**src/rtl/sdram_mon_pkg.sv**
```systemverilog
package sdram_mon_pkg;

  typedef enum logic [3:0] {
    CMD_DESELECT  = 4'd0,
    CMD_NOP       = 4'd1,
    CMD_BURSTSTOP = 4'd2,
    CMD_READ      = 4'd3,
    CMD_WRITE     = 4'd4,
    CMD_ACTIVATE  = 4'd5,
    CMD_PRECHARGE = 4'd6,
    CMD_REFRESH   = 4'd7,
    CMD_MODESET   = 4'd8
  } cmd_e;

  typedef enum logic [2:0] {
    ST_IDLE    = 3'd0,
    ST_ROWOPEN = 3'd1,
    ST_WRRCV   = 3'd2,
    ST_WRRCVAP = 3'd3,
    ST_PRECHG  = 3'd4,
    ST_REFRESH = 3'd5,
    ST_MODESET = 3'd6,
    ST_PWRDN   = 3'd7
  } state_e;

  // strobes from control to the timing datapath
  typedef struct packed {
    logic ldDpl;
    logic ldRc;
    logic ldRsc;
    logic ldRp;
    logic hold;
  } tmrStrobe_t;

  function automatic cmd_e decodeCmd(input logic csN, input logic rasN,
                                     input logic casN, input logic weN);
    if (csN) return CMD_DESELECT;
    case ({rasN, casN, weN})
      3'b111:  return CMD_NOP;
      3'b110:  return CMD_BURSTSTOP;
      3'b101:  return CMD_READ;
      3'b100:  return CMD_WRITE;
      3'b011:  return CMD_ACTIVATE;
      3'b010:  return CMD_PRECHARGE;
      3'b001:  return CMD_REFRESH;
      default: return CMD_MODESET;
    endcase
  endfunction

endpackage

```
**src/rtl/sdram_mon_timer.sv**
```systemverilog
module sdram_mon_timer
  import sdram_mon_pkg::*;
#(
  parameter int TDPL = 2,
  parameter int TRC  = 8,
  parameter int TRSC = 2,
  parameter int TRP  = 3
) (
  input  logic       clk,
  input  logic       rstN,
  input  tmrStrobe_t stb,
  output logic       expired
);

  localparam int MAXA = (TDPL > TRC) ? TDPL : TRC;
  localparam int MAXB = (TRSC > TRP) ? TRSC : TRP;
  localparam int MAXT = (MAXA > MAXB) ? MAXA : MAXB;
  localparam int CW   = $clog2(MAXT + 1);

  logic [CW-1:0] cnt;
  logic          anyLd;

  assign anyLd   = stb.ldDpl | stb.ldRc | stb.ldRsc | stb.ldRp;
  assign expired = (cnt == '0);

  always_ff @(posedge clk or negedge rstN) begin
    if (!rstN)                        cnt <= '0;
    else if (stb.ldDpl)               cnt <= CW'(TDPL - 1);
    else if (stb.ldRc)                cnt <= CW'(TRC - 1);
    else if (stb.ldRsc)               cnt <= CW'(TRSC - 1);
    else if (stb.ldRp)                cnt <= CW'(TRP - 1);
    else if (!stb.hold && cnt != '0)  cnt <= cnt - CW'(1);
  end

  AST_HOLD_FREEZES_CNT: assert property (@(posedge clk) disable iff (!rstN)
    ($past(stb.hold) && !$past(anyLd)) |-> $stable(cnt));

  AST_CNT_IN_RANGE: assert property (@(posedge clk) disable iff (!rstN)
    cnt <= CW'(MAXT - 1));

endmodule

```
**src/rtl/sdram_mon_ctrl.sv**
```systemverilog
module sdram_mon_ctrl
  import sdram_mon_pkg::*;
#(
  parameter int BA_W       = 2,
  parameter int TRACK_BANK = 0
) (
  input  logic            clk,
  input  logic            rstN,
  input  logic            csN,
  input  logic            rasN,
  input  logic            casN,
  input  logic            weN,
  input  logic            a10,
  input  logic [BA_W-1:0] ba,
  input  logic            cke,
  input  logic            expired,
  output tmrStrobe_t      stb,
  output cmd_e            cmdQ,
  output state_e          stateQ,
  output logic            illegalQ
);

  cmd_e   cmdNow;
  state_e stNext;
  logic   ownBank, bankCmd, quiet, passive, ill;

  always_comb begin
    cmdNow  = decodeCmd(csN, rasN, casN, weN);
    ownBank = (ba == BA_W'(TRACK_BANK));
    bankCmd = (cmdNow == CMD_READ) || (cmdNow == CMD_WRITE) ||
              (cmdNow == CMD_ACTIVATE) || ((cmdNow == CMD_PRECHARGE) && !a10);
    quiet   = (cmdNow == CMD_DESELECT) || (cmdNow == CMD_NOP) ||
              (cmdNow == CMD_BURSTSTOP);
    passive = quiet || (bankCmd && !ownBank);
    stNext  = stateQ;
    ill     = 1'b0;
    stb     = '0;
    unique case (stateQ)
      ST_IDLE: begin
        if (!cke) stNext = ST_PWRDN;
        else if (passive || cmdNow == CMD_PRECHARGE) stNext = ST_IDLE;
        else if (cmdNow == CMD_ACTIVATE) stNext = ST_ROWOPEN;
        else if (cmdNow == CMD_REFRESH) begin stNext = ST_REFRESH; stb.ldRc = 1'b1; end
        else if (cmdNow == CMD_MODESET) begin stNext = ST_MODESET; stb.ldRsc = 1'b1; end
        else ill = 1'b1;
      end
      ST_ROWOPEN, ST_WRRCV: begin
        if (passive) begin
          if (stateQ == ST_WRRCV && expired) stNext = ST_ROWOPEN;
        end else if (cmdNow == CMD_READ) begin
          if (a10) begin stNext = ST_PRECHG; stb.ldRp = 1'b1; end
          else stNext = ST_ROWOPEN;
        end else if (cmdNow == CMD_WRITE) begin
          stNext    = a10 ? ST_WRRCVAP : ST_WRRCV;
          stb.ldDpl = 1'b1;
        end else if (cmdNow == CMD_PRECHARGE && stateQ == ST_ROWOPEN) begin
          stNext   = ST_PRECHG;
          stb.ldRp = 1'b1;
        end else ill = 1'b1;
      end
      ST_WRRCVAP: begin
        if (passive) begin
          if (expired) begin stNext = ST_PRECHG; stb.ldRp = 1'b1; end
        end else ill = 1'b1;
      end
      ST_PRECHG: begin
        if (passive || cmdNow == CMD_PRECHARGE) begin
          if (expired) stNext = ST_IDLE;
        end else ill = 1'b1;
      end
      ST_REFRESH: begin
        if (quiet) begin
          if (expired) stNext = ST_IDLE;
        end else ill = 1'b1;
      end
      ST_MODESET: begin
        if (cmdNow == CMD_DESELECT || cmdNow == CMD_NOP) begin
          if (expired) stNext = ST_IDLE;
        end else ill = 1'b1;
      end
      default: begin
        if (cke) stNext = ST_IDLE;
      end
    endcase
    if (ill) stNext = stateQ;
    stb.hold = ill;
  end

  always_ff @(posedge clk or negedge rstN) begin
    if (!rstN) begin
      cmdQ     <= CMD_DESELECT;
      stateQ   <= ST_IDLE;
      illegalQ <= 1'b0;
    end else begin
      cmdQ     <= cmdNow;
      stateQ   <= stNext;
      illegalQ <= ill;
    end
  end

  AST_ILLEGAL_HOLDS_STATE: assert property (@(posedge clk) disable iff (!rstN)
    illegalQ |-> (stateQ == $past(stateQ)));

  AST_PWRDN_FROM_IDLE: assert property (@(posedge clk) disable iff (!rstN)
    (stateQ == ST_PWRDN && $past(stateQ) != ST_PWRDN) |-> ($past(stateQ) == ST_IDLE));

  AST_PWRDN_SILENT: assert property (@(posedge clk) disable iff (!rstN)
    ($past(stateQ) == ST_PWRDN) |-> !illegalQ);

  AST_REFRESH_TO_IDLE: assert property (@(posedge clk) disable iff (!rstN)
    ($past(stateQ) == ST_REFRESH && stateQ != ST_REFRESH) |-> (stateQ == ST_IDLE));

  AST_MODESET_TO_IDLE: assert property (@(posedge clk) disable iff (!rstN)
    ($past(stateQ) == ST_MODESET && stateQ != ST_MODESET) |-> (stateQ == ST_IDLE));

  AST_APRCV_TO_PRECHG: assert property (@(posedge clk) disable iff (!rstN)
    ($past(stateQ) == ST_WRRCVAP && stateQ != ST_WRRCVAP) |-> (stateQ == ST_PRECHG));

endmodule

```
**src/rtl/sdram_cmd_monitor.sv**
```systemverilog
module sdram_cmd_monitor
  import sdram_mon_pkg::*;
#(
  parameter int BA_W       = 2,
  parameter int TRACK_BANK = 0,
  parameter int TDPL       = 2,
  parameter int TRC        = 8,
  parameter int TRSC       = 2,
  parameter int TRP        = 3
) (
  input  logic            clk,
  input  logic            rstN,
  input  logic            csN,
  input  logic            rasN,
  input  logic            casN,
  input  logic            weN,
  input  logic            a10,
  input  logic [BA_W-1:0] ba,
  input  logic            cke,
  output logic [3:0]      cmdOut,
  output logic [2:0]      stateOut,
  output logic            illegal
);

  tmrStrobe_t stb;
  logic       expired;
  cmd_e       cmdQ;
  state_e     stateQ;

  sdram_mon_ctrl #(.BA_W(BA_W), .TRACK_BANK(TRACK_BANK)) u_ctrl (
    .clk(clk), .rstN(rstN), .csN(csN), .rasN(rasN), .casN(casN), .weN(weN),
    .a10(a10), .ba(ba), .cke(cke), .expired(expired), .stb(stb),
    .cmdQ(cmdQ), .stateQ(stateQ), .illegalQ(illegal)
  );

  sdram_mon_timer #(.TDPL(TDPL), .TRC(TRC), .TRSC(TRSC), .TRP(TRP)) u_timer (
    .clk(clk), .rstN(rstN), .stb(stb), .expired(expired)
  );

  assign cmdOut   = cmdQ;
  assign stateOut = stateQ;

endmodule

```
**config.mk**
```make
export PLATFORM = sky130hd
export DESIGN_NAME = sdram_cmd_monitor
export DESIGN_NICKNAME = d
export VERILOG_FILES = /design/src/rtl/sdram_mon_pkg.sv /design/src/rtl/sdram_mon_timer.sv /design/src/rtl/sdram_mon_ctrl.sv /design/src/rtl/sdram_cmd_monitor.sv
export SDC_FILE = /design/constraint.sdc
export NUM_CORES = 1
export LEC_CHECK = 0
export ABC_AREA = 1
export ABC_CLOCK_PERIOD_IN_PS = 2700
export BUFFER_PORTS_ARGS = -buffer_cell sky130_fd_sc_hd__buf_2
export CAP_MARGIN = 10
export CORE_ASPECT_RATIO = 0.8
export CORE_MARGIN = 4
export CORE_UTILIZATION = 30
export DETAILED_ROUTE_END_ITERATION = 12
export PLACE_DENSITY = 0.46
export SLEW_MARGIN = 40
export SYNTH_ARGS = -nofsm -noshare
export SYNTH_HDL_FRONTEND = slang
export SYNTH_HIERARCHICAL = 1
export SYNTH_SLANG_ARGS = --single-unit
```
**constraint.sdc**
```tcl
create_clock -name clk -period 2.7 [get_ports clk]
set_clock_uncertainty 0.1 [all_clocks]
set_input_delay 0.27 -clock clk [delete_from_list [all_inputs] [get_ports clk]]
set_output_delay 0.27 -clock clk [all_outputs]
set_load 0.005 [all_outputs]
```
# Yosys cells after proc, flatten, opt, wreduce, memory -nomap -nowiden
# Cells that the tools add are included.
# word_totals
wordCells	121
ff_bits	12
inputBits	10
# classes
bitwise	1
eq_ne	29
n_mux	62
reduce_logical	24
add_sub_neg	1
# ops
operator	count
$mux 3	18
$mux 1	29
$mux 4	7
$pmux 4 s7	1
$eq 3x3->1 const B	7
$pmux 3 s6	1
$eq 4x3->1 const B	4
$eq 3x2->1 const B	4
$ne 2x1->1 const B	5
$reduce_and 10->1	1
$eq 4x2->1 const B	2
$logic_not 4->1	2
$mux 2	4
$logic_or 1x1->1	7
$reduce_bool 7->1	1
$eq 3x1->1 const B	2
$ne 6x2->1 const B	1
$pmux 1 s6	1
$logic_and 1x1->1	5
$ne 5x1->1 const B	1
$reduce_bool 5->1	1
$eq 4x1->1 const B	1
$eq 4x4->1 const B	1
$reduce_bool 4->1	1
8 further kinds	10

# Longest topological paths before layout
# depth
word_depth	20
depth_mapped	19
mapped_depth_nobuf	18

# By module
# Netlist, hierarchy kept.
# modules_own_cells
module	cells_per_inst	seq_area_each_um2	instances	area_each_um2
sdram_mon_ctrl	135	200.2	1	845.8
sdram_mon_timer	44	100.1	1	317.8

# Worst setup path after synthesis
# Ideal clock, no wire load.
# synth_timing
kind	input to register
startpoint	in casN
endpoint	reg u_timer.cnt[2]
setup_slack_ns	0.495
t_arrival_ns	2.040
setup_ns	0.065
required_time_ns	2.535
path_buffers	1
path_stages	18
path_cell_list	inv_1 > ha_1 > nand2_1 > inv_1 > nor2_1 > nand2_2 > nand2_2 > o21bai_4 > nand3_1 > nand3_1 > nor2_1 > inv_1 > buf_4 > inv_1 > nand2_2 > nand2_2 > nand3_1 > nand2_1
# synth_between
elab_chain_cells	16
elab_cells_between_ends	66
# synth_lines
element	line_no	source
start, declared	sdram_cmd_monitor.sv:15	input logic casN,
$eq 3x1->1 (tied with other cells)	sdram_mon_pkg.sv:38	case ({rasN, casN, weN})
$pmux 4 s7 (*)	sdram_mon_pkg.sv:38	
$mux 4 (*)	sdram_mon_pkg.sv:38	
via u_ctrl.cmdNow[1]	sdram_mon_ctrl.sv:23	cmd_e cmdNow;
$eq 4x2->1 or $eq 4x3->1 (tied branches)	sdram_mon_ctrl.sv:30, sdram_mon_ctrl.sv:50, sdram_mon_ctrl.sv:53	
$logic_or 1x1->1 (2 in series)	sdram_mon_ctrl.sv:30	bankCmd = (cmdNow == CMD_READ) || (cmdNow == CMD_WRITE) ||
$logic_or 1x1->1	sdram_mon_ctrl.sv:31	(cmdNow == CMD_ACTIVATE) || ((cmdNow == CMD_PRECHARGE) && !a10);
$logic_and 1x1->1	sdram_mon_ctrl.sv:34	passive = quiet || (bankCmd && !ownBank);
$logic_or 1x1->1	sdram_mon_ctrl.sv:34	
$logic_or 1x1->1	sdram_mon_ctrl.sv:41, sdram_mon_ctrl.sv:67	
$mux 1	sdram_mon_ctrl.sv:41	else if (passive || cmdNow == CMD_PRECHARGE) stNext = ST_IDLE;
$mux 1	sdram_mon_ctrl.sv:40	if (!cke) stNext = ST_PWRDN;
$pmux 1 s6 (*)	sdram_mon_ctrl.sv:38	unique case (stateQ)
via u_ctrl.ill	sdram_mon_ctrl.sv:25	logic ownBank, bankCmd, quiet, passive, ill;
$logic_not 1->1 (*)	sdram_mon_timer.sv:32	else if (!stb.hold && cnt != '0) cnt <= cnt - CW'(1);
$logic_and 1x1->1 (*)	sdram_mon_timer.sv:32	
$reduce_bool 5->1 (no line) (*)	-	
end signal, assigned	sdram_mon_timer.sv:30	else if (stb.ldRsc) cnt <= CW'(TRSC - 1);
end signal, assigned	sdram_mon_timer.sv:31	else if (stb.ldRp) cnt <= CW'(TRP - 1);
end signal, assigned	sdram_mon_timer.sv:32	
end, declared	sdram_mon_timer.sv:20	logic [CW-1:0] cnt;
# Mark *: on every way through the listed nets, which the timed path passes. The rest lies on a longest branch.
# A chain may end at the register's enable or synchronous reset.

==> impl_results.rst <==
.. list-table::
   :header-rows: 1

   * - Metric
     - Value
   * - Register bit count reported by yosys
     - 12
   * - GR Util met3
     - 3.56%
   * - First-pass iteration count of the detailed router
     - 4
   * - Final worst path period share
     - 87.0%
   * - Number of cells after detailed placement
     - 248
   * - Vias in the first global route
     - 1,049
   * - Maximum number of pins on one net before global-route repair
     - 13
   * - RePlAce Congestion
     - 0.830
   * - Layout overhead on the synthesized area
     - 17.3%
   * - Leading cell types in the layout, fill and taps excluded
     - sky130_fd_sc_hd__nand2_1, sky130_fd_sc_hd__inv_1, sky130_fd_sc_hd__nor2_1, sky130_fd_sc_hd__buf_2, sky130_fd_sc_hd__nand3_1
   * - Combinational group share of total power
     - 61.4%
   * - Die Span Y
     - 63.7 µm
   * - Synthesis warning total
     - 6
   * - Wirelength, routed
     - 2730 µm
   * - Switching power total
     - 0.000563 W
   * - Synth Area in Compound Gates
     - 9.03%
   * - Global-route usage over all layers
     - 11.8%
   * - Grt total ovfl
     - 0
   * - Slew at the pin closest to its max-slew limit
     - 340 ps
   * - Basic-gate share of the synthesized area counting and, or, nand and nor cells
     - 45.9%
   * - Dominant combinational cell family by area after synthesis
     - simple AND/OR/NAND/NOR gates
   * - Portion of netlist area occupied by mux cells
     - 0.860%
   * - Highest cell delay on the worst timing path
     - 290 ps
   * - Number of DRC violations after detailed-routing iteration 0
     - 47
   * - Distinct cells, synth
     - 28
   * - Clock root buffer master
     - sky130_fd_sc_hd__clkbuf_8
   * - CP max-delay cell
     - sky130_fd_sc_hd__ha_1
   * - Lkg Pwr
     - 0.784 nW
   * - Post-layout instance count excluding filler cells
     - 252
   * - Clock-pin slew on the worst setup and hold paths
     - 50 ps
   * - Critical Path Source Type
     - input pin
   * - Gate Count Post-Synth
     - 179
   * - Maximum clock frequency
     - 0.426 GHz
   * - H-tree depth reported by CTS
     - 1
   * - IO Pins
     - 18
   * - Number of antenna violations at the first check in global routing
     - 0
   * - Number of nets in the layout
     - 218
   * - Setup repair after global routing missed its margin
     - false
   * - Required time of the worst setup path
     - 2770 ps
   * - Post-synth EDFFs
     - 0
   * - Initial standard-cell utilization of the core
     - 32.4%
   * - Max-capacitance violation count
     - 0
   * - Clock latency on the worst-skew pair
     - 230 ps
   * - Port bufs
     - 17
   * - TritonCTS clock tree
     - built
   * - Via count of the routed design
     - 1,109
   * - Global-route layer with the greatest usage
     - met2
   * - Worst slew margin
     - 77.2%
   * - Commonest register cell after synthesis
     - sky130_fd_sc_hd__dfrtp_1
   * - Quantity of gates resized following cts
     - 0
   * - VDD IR max
     - 0.000359 V
   * - Share of async-settable or async-resettable flops after synthesis
     - 100%
   * - Number of buffers created by CTS
     - 3
   * - DIE AREA
     - 4950 µm²
   * - Final number of setup-violating endpoints
     - 0
   * - Tightest Hold Check Type
     - in -> reg
   * - Share of synthesized cell area in full adder, half adder and majority cells
     - 6.45%
   * - Cell chain of the critical path
     - buf_2 > inv_1 > ha_1 > nand2_1 > nor2_1 > nand4_1 > nand2_1 > o21bai_4 > nand3_1 > nand3_1 > nor2_1 > inv_1 > inv_1 > nand2_2 > nand2_2 > nand3_1 > nand2_1
   * - CTS max path bufs
     - 2
   * - Antenna diodes
     - 0
   * - Final count of pins violating max slew
     - 0
   * - Parity-gate share of the synthesized area counting xor and xnor cells
     - 0%
   * - Die width
     - 77.6 µm
   * - Worst setup path category
     - in -> reg
   * - Post-synthesis sequential area ratio
     - 25.8%
   * - Design internal power
     - 0.000608 W
   * - Via density per instance
     - 4.40
   * - M2 GR Usage
     - 17.1%
   * - Row Count
     - 19
   * - Routed len/inst
     - 10.8 µm
   * - Crit. End Element
     - register
   * - Wire length of the first global-routing pass
     - 4690 µm
   * - Mean instance size in the synthesized netlist
     - 6.50 µm²
   * - Final antenna-violating net count
     - 0
   * - Syn Nets
     - 195
   * - Critical Path AT
     - 2420 ps
   * - Sw Share
     - 48.1%
   * - Met1 usage in global routing
     - 17.0%
   * - Sequential share of power
     - 25.4%
   * - Run status
     - finished, final reports clean
   * - Post-synthesis cell area
     - 1160 µm²
   * - Total negative slack
     - 0 ps
   * - Final critical path time including I/O delays and setup
     - 2350 ps
   * - Power Dens Cells
     - 857 nW/µm²
   * - Hold slack
     - 243 ps
   * - Part of the total power dissipated in the clock network
     - 13.1%
   * - Critical Path Fanout Max
     - 6
   * - Most common cell after layout, fill and taps aside
     - sky130_fd_sc_hd__nand2_1
   * - Final hold viol count
     - 0
   * - Post-detailed-placement half-perimeter wirelength
     - 2320 µm
   * - Clk sinks
     - 12
   * - Core Area
     - 3590 µm²
   * - Count of unresolved DRC violations after routing
     - 0
   * - Share of cells above drive strength 1
     - 21.5%
## logic make-up after synthesis
kind of cell / Yosys count
buffers and inverters: 36
multiplexers: 1
adder cells (fa/ha/maj): 6
flip-flops: 12
AND/OR/NAND/NOR: 111
AO/OA/AOI/OAI: 13
## layer usage
layer	routed length (µm)	share of wire (%)
met1	1440	53
met5	0	0
met3	122	4.5
met2	1160	42
met4	12	0.44
## flip-flops by register name, indices dropped and copies added, names as in the netlist
| name | cells |
|---|---|
| u_ctrl/cmdQ | 4 |
| u_timer/cnt | 4 |
| u_ctrl/stateQ | 3 |
| u_ctrl/illegalQ | 1 |
## cells in the mapped netlist, types with 2 or more instances
cell type,count,share of area (%)
sky130_fd_sc_hd__o21ai_1,3,1.3
sky130_fd_sc_hd__nor3_1,2,0.86
sky130_fd_sc_hd__nand2_1,44,14
sky130_fd_sc_hd__inv_2,5,1.6
sky130_fd_sc_hd__a21oi_1,3,1.3
sky130_fd_sc_hd__o21ai_0,2,0.86
sky130_fd_sc_hd__nand4_1,7,3.8
sky130_fd_sc_hd__nand3_1,15,6.5
sky130_fd_sc_hd__nor2_1,28,9.0
sky130_fd_sc_hd__nand3_2,4,3.4
sky130_fd_sc_hd__ha_1,6,6.5
sky130_fd_sc_hd__dfrtp_1,12,26
sky130_fd_sc_hd__inv_1,29,9.4
sky130_fd_sc_hd__nand2_2,5,2.7
## power by group through the flow
stage               Sequential (W)  Combinational [W]  Clock, W
global route              0.000307           0.000829  0.000172
global placement          0.000300           0.000732         0
detailed placement        0.000299           0.000721         0
finish                    0.000298           0.000719  0.000154
CTS                       0.000298           0.000726  0.000162
floorplan                 0.000293           0.000563         0
## stage by stage
stage / cell area, µm² / worst slack (ps) / power [W] / util [%]
finish: 1370 / 351 / 0.00117 / 38.0
global route: 1370 / 119 / 0.00131 / 38.0
CTS: 1370 / 355 / 0.00119 / 38.0
detailed placement: 1310 / 114 / 0.00102 / 36.6
global placement: 1310 / 110 / 0.00103 / 36.6
floorplan: 1160 / 495 / 0.000856 / -
## path summary, 6_finish.rpt
check                      cells past startpoint                            to  slack (ps)                          from
hold reg to reg                                3    u_timer/cnt[3]$_DFFE_PN0P_         460    u_timer/cnt[3]$_DFFE_PN0P_
min in group asynchronous                      2      u_ctrl/cmdQ[0]$_DFF_PN0_         350                          rstN
hold / removal                                 4      u_ctrl/cmdQ[2]$_DFF_PN0_         240                           csN
setup / recovery                              17    u_timer/cnt[2]$_DFFE_PN0P_         350                           weN
max in group asynchronous                      2  u_ctrl/stateQ[1]$_DFFE_PN0P_        1940                          rstN
setup reg to reg                              14    u_timer/cnt[2]$_DFFE_PN0P_         450  u_ctrl/stateQ[2]$_DFFE_PN0P_
## critical path, delay by kind of cell
kind	cells	cell delay [ps]
adder cells (fa/ha/maj)	1	290
AO/OA/AOI/OAI	1	110
AND/OR/NAND/NOR	11	1310
buffers and inverters	4	440
## layout make-up
class                           count  area [µm²]
Multi-Input combinational cell    131         724
Fill cell                         404        2220
Clock buffer                        3        41.3
Timing Repair Buffer               19         103
Sequential cell                    12         300
Inverter                           35         131
Tap cell                           52        65.1
## what timing repair did
action / in CTS / in global routing
hold endpoints to repair: 12 / 0
hold buffers: 1 / 0
buffers inserted: 0 / 0
Power figures use the tool's default switching activity.
